===== src/rtl/hub_arb_pkg.sv =====
package hub_arb_pkg;
  typedef enum logic [1:0] {
    WHY_NONE   = 2'b00,
    WHY_OWNER  = 2'b01,
    WHY_DONATE = 2'b10,
    WHY_SPARE  = 2'b11
  } why_e;

  localparam logic [1:0] RATE_OFF   = 2'b00;
  localparam logic [1:0] RATE_HALF  = 2'b01;
  localparam logic [1:0] RATE_3Q    = 2'b10;
  localparam logic [1:0] RATE_IDLE  = 2'b11;
endpackage


===== src/rtl/hub_slot_seq.sv =====
module hub_slot_seq #(
  parameter int N_CORES = 8,
  parameter int IDX_W   = $clog2(N_CORES)
) (
  input  logic             clk,
  input  logic             rst_n,
  output logic [IDX_W-1:0] slot_q,
  output logic [1:0]       occ
);
  localparam logic [IDX_W-1:0] LAST = IDX_W'(N_CORES - 1);

  logic [IDX_W-1:0] slot_d;
  logic [1:0]       ord_q [N_CORES];
  logic [1:0]       ord_d [N_CORES];

  always_comb begin
    slot_d = (slot_q == LAST) ? '0 : slot_q + 1'b1;
    for (int i = 0; i < N_CORES; i++) begin
      ord_d[i] = ord_q[i];
      if (slot_q == IDX_W'(i)) ord_d[i] = ord_q[i] + 2'd1;
    end
  end

  assign occ = ord_q[slot_q];

  always_ff @(posedge clk or negedge rst_n) begin
    if (!rst_n) begin
      slot_q <= '0;
      for (int i = 0; i < N_CORES; i++) ord_q[i] <= '0;
    end else begin
      slot_q <= slot_d;
      for (int i = 0; i < N_CORES; i++) ord_q[i] <= ord_d[i];
    end
  end
endmodule


===== src/rtl/hub_slot_claim.sv =====
module hub_slot_claim
  import hub_arb_pkg::*;
#(
  parameter int N_CORES = 8,
  parameter int IDX_W   = $clog2(N_CORES)
) (
  input  logic [IDX_W-1:0]         owner,
  input  logic [1:0]               occ,
  input  logic [N_CORES-1:0]       req,
  input  logic [N_CORES*IDX_W-1:0] tgt_flat,
  input  logic [N_CORES*2-1:0]     rate_flat,
  input  logic [N_CORES-1:0]       sub,
  output logic [N_CORES-1:0]       pick_oh,
  output why_e                     pick_why,
  output logic                     spare_stage
);
  logic [IDX_W-1:0] tgt;
  logic [1:0]       rate;
  logic             self_tgt, forced, first_claim, plain_claim;

  always_comb begin
    tgt         = tgt_flat[int'(owner)*IDX_W +: IDX_W];
    rate        = rate_flat[int'(owner)*2 +: 2];
    self_tgt    = (tgt == owner);
    forced      = !self_tgt && (((rate == RATE_HALF) && occ[0]) ||
                                ((rate == RATE_3Q) && (occ != 2'd0)));
    first_claim = forced || (!self_tgt && (rate == RATE_IDLE) && sub[owner]);
    plain_claim = !self_tgt && (rate == RATE_IDLE) && !sub[owner];

    pick_oh     = '0;
    pick_why    = WHY_NONE;
    spare_stage = 1'b0;
    if (first_claim && req[tgt]) begin
      pick_oh[tgt] = 1'b1;
      pick_why     = WHY_DONATE;
    end else if (req[owner]) begin
      pick_oh[owner] = 1'b1;
      pick_why       = WHY_OWNER;
    end else if (plain_claim && req[tgt]) begin
      pick_oh[tgt] = 1'b1;
      pick_why     = WHY_DONATE;
    end else begin
      spare_stage = 1'b1;
    end
  end
endmodule


===== src/rtl/hub_hungry_rr.sv =====
module hub_hungry_rr #(
  parameter int N_CORES = 8,
  parameter int IDX_W   = $clog2(N_CORES)
) (
  input  logic               clk,
  input  logic               rst_n,
  input  logic [N_CORES-1:0] cand,
  input  logic               take,
  output logic [N_CORES-1:0] win_oh,
  output logic               any
);
  localparam logic [IDX_W-1:0] LAST = IDX_W'(N_CORES - 1);

  logic [IDX_W-1:0] ptr_q, ptr_d, win_idx;

  always_comb begin
    win_oh  = '0;
    win_idx = '0;
    any     = 1'b0;
    for (int k = 0; k < N_CORES; k++) begin
      int idx;
      idx = int'(ptr_q) + k;
      if (idx >= N_CORES) idx = idx - N_CORES;
      if (!any && cand[idx]) begin
        any         = 1'b1;
        win_idx     = IDX_W'(idx);
        win_oh[idx] = 1'b1;
      end
    end
  end

  always_comb begin
    ptr_d = ptr_q;
    if (take && any) ptr_d = (win_idx == LAST) ? '0 : win_idx + 1'b1;
  end

  always_ff @(posedge clk or negedge rst_n) begin
    if (!rst_n)                ptr_q <= '0;
    else if (take && any)      ptr_q <= ptr_d;
  end
endmodule


===== src/rtl/hub_slot_arbiter.sv =====
module hub_slot_arbiter
  import hub_arb_pkg::*;
#(
  parameter  int N_CORES = 8,
  localparam int IDX_W   = $clog2(N_CORES)
) (
  input  logic                     clk,
  input  logic                     rst_n,
  input  logic [N_CORES-1:0]       req_i,
  input  logic [N_CORES-1:0]       hungry_en_i,
  input  logic                     hungry_off_i,
  input  logic [N_CORES*IDX_W-1:0] don_tgt_i,
  input  logic [N_CORES*2-1:0]     don_rate_i,
  input  logic [N_CORES-1:0]       don_sub_i,
  output logic [N_CORES-1:0]       grant_o,
  output logic [1:0]               why_o,
  output logic [IDX_W-1:0]         slot_o
);
  logic [1:0]         occ;
  logic [N_CORES-1:0] pick_oh, win_oh, cand;
  why_e               pick_why;
  logic               spare_stage, any, take;

  hub_slot_seq #(.N_CORES(N_CORES), .IDX_W(IDX_W)) u_seq (
    .clk(clk), .rst_n(rst_n), .slot_q(slot_o), .occ(occ)
  );

  hub_slot_claim #(.N_CORES(N_CORES), .IDX_W(IDX_W)) u_claim (
    .owner(slot_o), .occ(occ), .req(req_i), .tgt_flat(don_tgt_i),
    .rate_flat(don_rate_i), .sub(don_sub_i), .pick_oh(pick_oh),
    .pick_why(pick_why), .spare_stage(spare_stage)
  );

  assign cand = (spare_stage && !hungry_off_i) ? (req_i & hungry_en_i) : '0;
  assign take = spare_stage && !hungry_off_i;

  hub_hungry_rr #(.N_CORES(N_CORES), .IDX_W(IDX_W)) u_rr (
    .clk(clk), .rst_n(rst_n), .cand(cand), .take(take),
    .win_oh(win_oh), .any(any)
  );

  always_comb begin
    if (take && any) begin
      grant_o = win_oh;
      why_o   = WHY_SPARE;
    end else begin
      grant_o = pick_oh;
      why_o   = pick_why;
    end
  end
endmodule


===== config.mk =====
export PLATFORM = sky130hd
export DESIGN_NAME = hub_slot_arbiter
export DESIGN_NICKNAME = d
export VERILOG_FILES = /design/src/rtl/hub_arb_pkg.sv /design/src/rtl/hub_slot_seq.sv /design/src/rtl/hub_slot_claim.sv /design/src/rtl/hub_hungry_rr.sv /design/src/rtl/hub_slot_arbiter.sv
export SDC_FILE = /design/constraint.sdc
export NUM_CORES = 1
export LEC_CHECK = 0
export ABC_AREA = 1
export ABC_CLOCK_PERIOD_IN_PS = 3700
export BUFFER_PORTS_ARGS = -buffer_cell sky130_fd_sc_hd__buf_2
export CORE_AREA = 4 4 92 94
export DETAILED_ROUTE_END_ITERATION = 12
export DIE_AREA = 0 0 96 98
export HOLD_SLACK_MARGIN = 0.15
export PLACE_DENSITY_LB_ADDON = 0.05
export SYNTH_ARGS = -nofsm -noshare
export SYNTH_HDL_FRONTEND = slang
export SYNTH_SLANG_ARGS = --single-unit

===== constraint.sdc =====
create_clock -name clk -period 3.7 [get_ports clk]
set_input_delay 0.555 -clock clk [delete_from_list [all_inputs] [get_ports clk]]
set_output_delay 0.555 -clock clk [all_outputs]
set_load 0.02 [all_outputs]

==> results of run 1 <==
[layout by cell type (no fill, tap or decap), drive strengths merged]
cell type,synthesis,layout
o22ai,11,11
clkbuf,10,6
nor3,12,12
clkinv,1,1
dfrtp,22,22
nand2,292,292
o32ai,1,1
o21bai,1,1
xor2,6,6
ha,17,17
xnor2,6,6
o211ai,4,4
nand3,73,73
a31oi,2,2
buf,15,171
o21ai,22,22
o2111ai,2,2
inv,83,83
nor2,70,70
nand3b,2,2
nand4,21,21
a21oi,17,18
a32oi,1,1
or2,4,4
[synth_stat cells (2+ instances only)]
| cell | instances | share of area |
|---|---|---|
| nand2_1 | 286 | 0.28 |
| inv_1 | 77 | 0.075 |
| nand3_1 | 69 | 0.090 |
| nor2_1 | 60 | 0.059 |
| dfrtp_1 | 22 | 0.14 |
| o21ai_0 | 19 | 0.025 |
| nand4_1 | 18 | 0.029 |
| ha_1 | 17 | 0.056 |
| a21oi_1 | 15 | 0.020 |
| nor3_1 | 11 | 0.014 |
| o22ai_1 | 11 | 0.018 |
| clkbuf_1 | 10 | 0.0098 |
| buf_6 | 7 | 0.021 |
| nor2_2 | 6 | 0.0098 |
| xnor2_1 | 6 | 0.014 |
| xor2_1 | 6 | 0.014 |
| inv_2 | 5 | 0.0049 |
| buf_4 | 4 | 0.0078 |
| nand2_2 | 4 | 0.0065 |
| nand3_2 | 4 | 0.010 |
| o211ai_1 | 4 | 0.0078 |
| buf_2 | 3 | 0.0039 |
| nor2_4 | 3 | 0.0088 |
| or2_2 | 3 | 0.0049 |
| a31oi_1 | 2 | 0.0033 |
| nand2_4 | 2 | 0.0059 |
| nand3b_1 | 2 | 0.0039 |
| nand4_4 | 2 | 0.011 |
| o2111ai_1 | 2 | 0.0046 |
| o21ai_1 | 2 | 0.0026 |
[kinds of logic after synthesis]
logic type,after synthesis,synth area share
XOR/XNOR,12,0.02745
buffers and inverters,109,0.1261
AO/OA/AOI/OAI,61,0.09804
flip-flops,22,0.1438
AND/OR/NAND/NOR,474,0.5490
adder cells (fa/ha/maj),17,0.05555
[metal layers]
layer / vias to the layer above / routed length, um / track usage
met1: 2332 / 6055 / 0.4048
li1: 2529 / - / -
met4: 0 / 257 / 0.06893
met2: 291 / 6387 / 0.4642
met5: - / 0 / 0
met3: 30 / 1373 / 0.03852
[flip-flops by register name, summed over array words and instances, names as in the netlist]
signal	cells
u_seq.slot_q	3
u_seq.ord_q	16
u_rr.ptr_q	3
[timing repair]
item	in CTS	in global routing
gates resized for setup	70	30
gates cloned	2	2
setup endpoints to repair	13	13
buffers inserted	17	4
pin swaps	23	15
hold buffers	0	0
[area by class of cell]
cell class	count	area, sq um
multi-input combinational	565	3049
sequential	22	554.3
timing repair buffer	173	1241
tap	102	127.6
fill	693	2290
clock buffer	4	55.05
inverter	84	330.3
[power by group through the flow]
stage / logic, mW / clock network [mW] / registers (mW)
after floorplan: 2.02 / 0 / 0.304
after global placement: 3.12 / 0 / 0.311
after detailed placement: 3.11 / 0 / 0.312
after CTS: 3.44 / 0.172 / 0.307
after global routing: 4.00 / 0.185 / 0.311
final: 3.69 / 0.168 / 0.309
[metrics by stage]
step                      hold WS [ps]  power (mW)  setup WS (ps)    util  setup TNS, ps
after floorplan                  259.4       2.329          3.641       -              0
after global placement           456.8       3.432         -340.5  0.6242          -2987
after detailed placement         462.0       3.425         -324.6  0.6242          -3077
after CTS                        251.6       3.918         -435.3  0.6770          -4274
after global routing             275.4       4.498         -959.5  0.7006         -10050
final                            239.9       4.166         -623.3  0.7006          -6583
[worst min-delay path by stage]
stage | from | end | slack (ps)
after floorplan | rst_n | u_rr.ptr_q[0] | 260
after global placement | u_seq.ord_q[3] | u_seq.ord_q[3] | 460
after detailed placement | u_seq.ord_q[9] | u_seq.ord_q[9] | 460
after CTS | rst_n | u_seq.ord_q[8] | 250
after global routing | rst_n | u_seq.ord_q[8] | 280
final | rst_n | u_seq.ord_q[8] | 240
[worst max-delay path, delay by kind of cell (launching register included)]
family                 cells  cell delay (ps)
AO/OA/AOI/OAI              2              190
flip-flops                 1              520
buffers and inverters      3              480
AND/OR/NAND/NOR           24             2290
==> results.md, run 1 <==
Outcome:
- The run finished, with violations left.
- The checks that failed: DRC, setup timing.

Clock tree:
- The H-tree depth is 1.
- CTS saw 22 sinks.
- TritonCTS built the clock tree.
- The clock latency on the worst-skew pair is ~260 ps.
- The clock transition at the registers of the reported paths is 80 ps.
- The clock passes through at most 2 buffers.
- The total CTS buffers is 3.
- The master cell of the clock root buffer is clkbuf_8.

Drt:
- After detailed routing, the average wire length per cell comes to 14.81 um.
- The detailed router finished its first iteration with 410 violations.
- The overall via count from detail_route is between 5000 and 6000.
- For this run, design rule violations remaining after detail routing come to 1.
- Once detail routing completed, the nets flagged for antenna violations numbered 0.
- The post-detailed-route via-to-cell ratio is between 5 and 6.
- Before antenna repair, the detailed router went through 10 iterations.
- The total wire length is 14.07 mm.

GRT:
- After global routing the overflow that remains totals 0.
- The total routing usage reported by global routing is 0.2884.
- The via count of the first global-routing pass came to 4918.
- The initial antenna violation count came to 0.
- The wire length of the first global-routing pass is 22.43 mm.
- Entering global routing, the biggest net connects 29 pins.

Setup path:
- The arrival time of data at the critical path endpoint is approximately 3800 ps.
- The internal reg-to-reg setup slack is -460 ps.
- The startpoint class of the critical path is a register.
- The worst setup path is captured at an output pin.
- The worst register-to-register path has a depth of 32.
- Data on the critical path is required at its endpoint by roughly 3100 ps.
- The worst flop-to-flop path startpoint is u_seq.slot_q[0].
- For this run, the slowest stage of the critical path takes 520 ps.
- The critical path is of the reg -> out type.
- For this design, the slowest cell found on the critical path is dfrtp_2.
- The end point of the critical path is grant_o[7].
- Counting stages on the worst path, the most repeated cell is nand2_2.
- The endpoint identified for the worst register-to-register timing path is u_rr.ptr_q[0].
- Tracing the worst setup path back leads to its startpoint at u_seq.slot_q[0].
- In this run the worst path has a maximum fanout of 7.

Hold path:
- The class of the tightest hold or removal check is in -> async.

Floorplan:
- The die covers between 9000 and 10000 sq um.
- For this configuration, the core starts out at a cell density of 0.5007.
- The vertical extent of the die is just under 100 um.
- The I/O pin count is 80.
- The total area inside the core boundary comes to between 7000 and 8000 sq um.
- The die is around 96 um wide.
- In this run the core area contains 32 standard-cell rows.

STA:
- The number of max-slew violations in the final report is 0.
- In the post-route analysis, the smallest setup slack over all paths is -623.3 ps.
- The final critical-path share of the clock period is 1.168.
- Counting I/O delays and the setup requirement, the final critical path takes ~4300 ps.
- At the pin with the least slew margin, the transition time is a little over 500 ps.
- Setup repair after global routing could not meet its margin everywhere.
- The final-report hold violation count came to 0.
- The count of endpoints failing setup in the final report is 13.
- The maximum clock skew at final layout is ~2.9 ps.
- For this run, the top clock speed supported by timing is between 0.2 and 0.25 GHz.
- The remaining max-slew budget at the tightest pin is 0.6595.

Placed design:
- At the end of routability-driven placement, the weighted congestion stood at roughly 0.96.
- Once placement finished, the instance area stood at 4773 sq um.
- In this run the tool buffered the top-level ports with 79 buffer cells.
- The half-perimeter wire length of the detailed placement result is 10.09 mm.
- The number of cells in the design after placement is 922.

Cells and area:
- The antenna cell count is 0.
- The area growth from synthesis to layout is 39.93%.
- Summing all non-filler instances in the final layout gives an area of between 5000 and 6000 sq um.
- Leaving out filler cells and counting taps, the final layout contains 950.
- The proportion of layout cells with a drive suffix above 1 is 0.3219.
- The net count of the finished layout is between 900 and 1000.

Power:
- For this design the ratio of total power to cell area is between 700 and 800 nW/um^2.
- Of the total power, combinational logic draws 0.886.
- IR analysis of the VDD net gives a maximum drop of 0.7651 mV.
- Summed over all nets, the switching power comes to approximately 2.4 mW.
- Summed over all cells, the static leakage comes to 2.941 nW.
- The switching share of power is 0.5695.
- The cell-internal power is between 1.5 and 2 mW.
- The part of the total power dissipated in sequential elements is 0.074.
- The share of power burned in the clock network is 0.040.

Yosys:
- In the synthesized netlist the async set-or-reset flop fraction comes to 1.000.
- Synthesis produced a netlist whose cell count is around 700.
- Each instance of the synthesized netlist takes up on average between 5 and 6 sq um.
- During synthesis, Yosys emitted a total of 0 warnings.
- For this run, the register share of the synthesized area comes to 0.1438.
- The number of synthesized register bits is 22.
- The number of enable flip-flop cells after synthesis is 0.
- The mapped cell area is around 3800 sq um.
- The most used flip-flop cell after synthesis is dfrtp_1.
- The number of nets handed over by synthesis was around 780.
- Yosys mapped the design onto between 40 and 50 distinct sky130hd cell types.

Flow run:
- The number of violations of the max-capacitance limit is 0.
Note: power is estimated with default switching activity, not from simulation.
==> inputs of run 2 (changes only) <==
--- a/config.mk
+++ b/config.mk
@@ -8,11 +8,12 @@
 export ABC_AREA = 1
 export ABC_CLOCK_PERIOD_IN_PS = 3700
 export BUFFER_PORTS_ARGS = -buffer_cell sky130_fd_sc_hd__buf_2
-export CORE_AREA = 4 4 92 94
+export CORE_AREA = 4 4 94 96
 export DETAILED_ROUTE_END_ITERATION = 12
-export DIE_AREA = 0 0 96 98
+export DIE_AREA = 0 0 98 100
 export HOLD_SLACK_MARGIN = 0.15
 export PLACE_DENSITY_LB_ADDON = 0.05
 export SYNTH_ARGS = -nofsm -noshare
 export SYNTH_HDL_FRONTEND = slang
+export SYNTH_HIERARCHICAL = 1
 export SYNTH_SLANG_ARGS = --single-unit
==> run 2 against run 1 <==
The flow finishes with violations (setup timing); flip-flop and latch count is the same; maximum frequency shrank 5.7%; first-iteration DRC count shrank 24%; clock skew shrank 1.8 ps; die area grew 4.2%; routed wire length grew 1.7%; critical path type unchanged; critical endpoint is now grant_o[1]; highest routed layer unchanged.
==> results.md, run 2 <==
Clock tree:
- The clock sink count is 22 (unchanged).
- The number of buffers on the longest clock path is 2 (unchanged).
- The clock tree from TritonCTS is built.
- The total CTS buffers was 3 (unchanged).
- The H-tree depth was 1 (unchanged).
- The clock latency on the worst-skew pair is 250 ps (about the same).
- The total of hold buffers inserted after clock tree synthesis was 0 (unchanged).
- The master cell of the clock root buffer is clkbuf_8.
- The clock transition at the registers of the reported paths came to 70 ps (about the same).

Setup path:
- The cell with the most instances on the worst path is nor2_4.
- The required time of the critical path is 3140 ps (about the same).
- The kind of end point of the critical path is an output pin.
- The internal reg-to-reg setup slack is -460 ps (about the same).
- The most critical setup path has its startpoint at u_seq/slot_q[0].
- The arrival time of data at the critical path endpoint is 4030 ps (+260 ps).
- Among all stages on the critical path, the largest delay is contributed by dfrtp_2.
- The delay of the slowest cell on the worst path is 460 ps (-60 ps).
- The largest fanout on the critical path is 7 (unchanged).
- In this run the critical register-to-register path is launched from u_seq/slot_q[0].
- The cell family contributing the most delay on the critical path is simple AND/OR/NAND/NOR gates.
- The reg-to-reg endpoint is u_rr/ptr_q[2].
- The type of the worst setup path is reg -> out.
- The logic depth of the worst register-to-register path is 33 (+3.1%).
- The buffer and inverter count on the worst path is 5 (+2).
- The worst setup path is launched from a register.

GRT:
- The total routing usage reported by global routing is 0.2581 (-0.03027).
- The via count of the first global-routing pass is 4882 (-0.73%).
- The wire length of the first global-routing pass came to 21.55 mm (-3.9%).
- The largest net degree at the start of global routing is 27 (-6.9%).
- The total grt overflow came to 0 (unchanged).
- The initial antenna violation count was 0 (unchanged).

Floorplan:
- The vertical extent of the die is 100 um (+2.0%).
- The x dimension of the die is 98 um (+2.1%).
- The full die area is 9800 sq um (+4.2%).
- The area of the core region was 8051 sq um (+5.3%).
- The I/O pin count is 80 (unchanged).
- The count of standard-cell rows is 33 (+3.1%).
- The initial core utilization is 0.5009 (about the same).

Drt:
- The final routed DRC violation total was 0 (-1).
- The remaining antenna violation count after routing is 0 (unchanged).
- The number of design-rule violations left by the first detailed-router iteration is 312 (-24%).
- The post-detailed-route via-to-cell ratio is 5.260 (-3.6%).
- The total wire length is 14.31 mm (+1.7%).
- The first-pass iteration count of the detailed router is 5 (-5).
- The overall via count from detail_route is 5239 (+1.1%).
- The average wire per cell in the routed design is 14.37 um (-3.0%).

Cells and area:
- The net count of the finished layout is 976 (+4.6%).
- The register with the most flip-flops in the final layout is u_seq/ord_q.
- The antenna cell count was 0 (unchanged).
- The summed area of non-filler cells in the final layout came to 6065 sq um (+13%).
- The multi-input logic area came to 3527 sq um (+16%).
- The area growth from synthesis to layout is 50.39%.
- The proportion of layout cells with a drive suffix above 1 came to 0.4377 (+0.1158).
- The flip-flop count of the largest register, all copies and words added came to 16 (unchanged).
- The largest registers in the layout are u_seq/ord_q x16, u_rr/ptr_q x3, u_seq/slot_q x3.
- The commonest non-fill, non-tap cell in the layout is nand2_1.
- In the layout the commonest cells are nand2_1, buf_4, buf_2.
- The number of inserted filler cells in the final layout was 630 (-9.1%).
- The final standard cell utilization of the core came to 0.7532 (+0.05264).
- The sequential cell area was 554.3 sq um (unchanged).

STA:
- The remaining max-slew budget at the tightest pin came to 0.6801 (+0.02059).
- The count of endpoints failing setup in the final report is 13 (unchanged).
- The minimum clock period after layout is 4584 ps (+260.7 ps).
- The final worst slack is -884.0 ps (-260.7 ps).
- The final-report hold violation count was 0 (unchanged).
- The final critical-path share of the clock period was 1.239 (+0.07046).
- Setup repair after global routing could not meet its margin everywhere.
- The number of max-slew violations in the final report is 0 (unchanged).
- The maximum clock skew at final layout is 1.100 ps (-1.764 ps).
- The maximum operating frequency is 0.2182 GHz (-5.7%).
- The transition time at the pin with the least slew margin came to 479.9 ps (-29.30 ps).

Yosys:
- The average cell area after synthesis was 5.664 sq um (+2.8%).
- The number of synthesized register bits is 22 (unchanged).
- The count of synthesis-stage warnings from yosys is 6 (+6).
- The number of enable flip-flop cells after synthesis is 0 (unchanged).
- The net count after synthesis was 796 (+2.2%).
- By count the netlist is led by nand2_1, inv_1, nand3_1.
- The cell type contributing the most total cell area after synthesis is nand2_1.
- The number of standard cells after synthesis came to 712 (+2.4%).
- The mapped cell area is 4033 sq um (+5.3%).
- By area the synthesized netlist is led by nand2_1, dfrtp_1, nand3_1.
- The share of synthesized registers carrying an async set or reset is 1.000 (unchanged).
- The portion of synthesized cell area occupied by the leading cell type is 0.2513 (-0.02907).
- The register area share after synthesis is 0.1365 (-0.007272).
- The count of distinct cell types in the synthesized netlist is 44 (+2.3%).
- The most frequent cell after synthesis is nand2_1.
- The most used flip-flop cell after synthesis is dfrtp_1.

Power:
- The static leakage was 3.235 nW (+10%).
- The power density normalized to cell area is 648.1 nW/um^2 (-17%).
- The worst IR drop on VDD is 0.4349 mV (-43%).

Placed design:
- The total of buffers placed on input and output ports is 79 (unchanged).
- The half-perimeter wire length of the detailed placement result was 10.37 mm (+2.8%).
- The post-place instance area was 5333 sq um (+12%).
- The final weighted congestion of routability-driven global placement came to 0.9667 (+0.73%).

Outcome:
- The checks that failed: setup timing.
- The flow ran to the end, but the final reports show violations.

Flow run:
- The number of violations of the max-capacitance limit is 0 (unchanged).

Hold path:
- The class of the tightest hold or removal check is in -> async.
[run 2: per-stage QoR]
step | instances | total power, mW | hold slack, ps | setup TNS, ps | setup WS (ps)
2_1_floorplan | 712 | 2.291 | 259.4 | -3051 | -279.9
3_3_place_gp | 973 | 3.156 | 477.7 | -7046 | -792.1
3_5_place_dp | 973 | 3.184 | 490.4 | -7822 | -827.8
6_report | 996 | 3.930 | 247.4 | -9541 | -884.0
4_1_cts | 985 | 3.482 | 258.7 | -8438 | -838.6
5_1_grt | 996 | 4.234 | 279.1 | -12700 | -1131
[run 2: timing repair]
item,CTS,global route
buffers inserted,7,7
pin swaps,12,38
resized for setup,37,100
setup endpoints to repair,13,13
cloned,1,5
[run 2: logic make-up (layout without fill, tap and decap cells)]
group / count (synthesis) / after routing / share of synthesized area
DFF: 22 / 22 / 0.1365
AOI/OAI and AO/OA: 46 / 46 / 0.07137
buffers and inverters: 114 / 290 / 0.1328
adders and majority gates: 17 / 17 / 0.05274
and+or+nand+nor: 501 / 504 / 0.5805
xor gates and xnor gates: 12 / 12 / 0.02606
[run 2: routing by layer]
layer,part of all wire,vias to the layer above,track usage,routed length (um)
met1,0.40,2366,0.3205,5775
li1,-,2616,-,-
met3,0.054,45,0.01459,773
met2,0.50,212,0.4723,7225
met4,0.037,0,0.09372,536
met5,0,-,0,0
[run 2: cell type report]
class                           instances  share of cell area
Inverter                               91             0.06458
Sequential cell                        22             0.09140
Tap cell                              105             0.02166
Timing Repair Buffer                  195              0.2317
Clock buffer                            4            0.009078
Multi-Input combinational cell        579              0.5816
[run 2: how the worst max path moves through the flow]
| stage | endpoint | slack (ps) | depth (start not counted) |
|---|---|---|---|
| after floorplan | grant_o[0] | -280 | 29 |
| after global placement | grant_o[1] | -790 | 30 |
| after detailed placement | grant_o[1] | -830 | 30 |
| after CTS | grant_o[1] | -840 | 32 |
| after global routing | grant_o[5] | -1130 | 32 |
| final | grant_o[1] | -880 | 30 |
[run 2: worst register-to-register path, delay by kind of cell, from the launching register on]
family,cells,cell delay [ps]
buffers and inverters,6,670
adder cells (fa/ha/maj),1,300
AND/OR/NAND/NOR,23,2370
AO/OA/AOI/OAI,3,270
flip-flops,1,460
[run 2: power breakdown]
part / total [mW] / internal [mW] / switching, mW
clock: 0.165 / 0.0946 / 0.0704
sequential: 0.272 / 0.257 / 0.0146
combinational: 3.49 / 1.37 / 2.12
total: 3.93 / 1.72 / 2.21
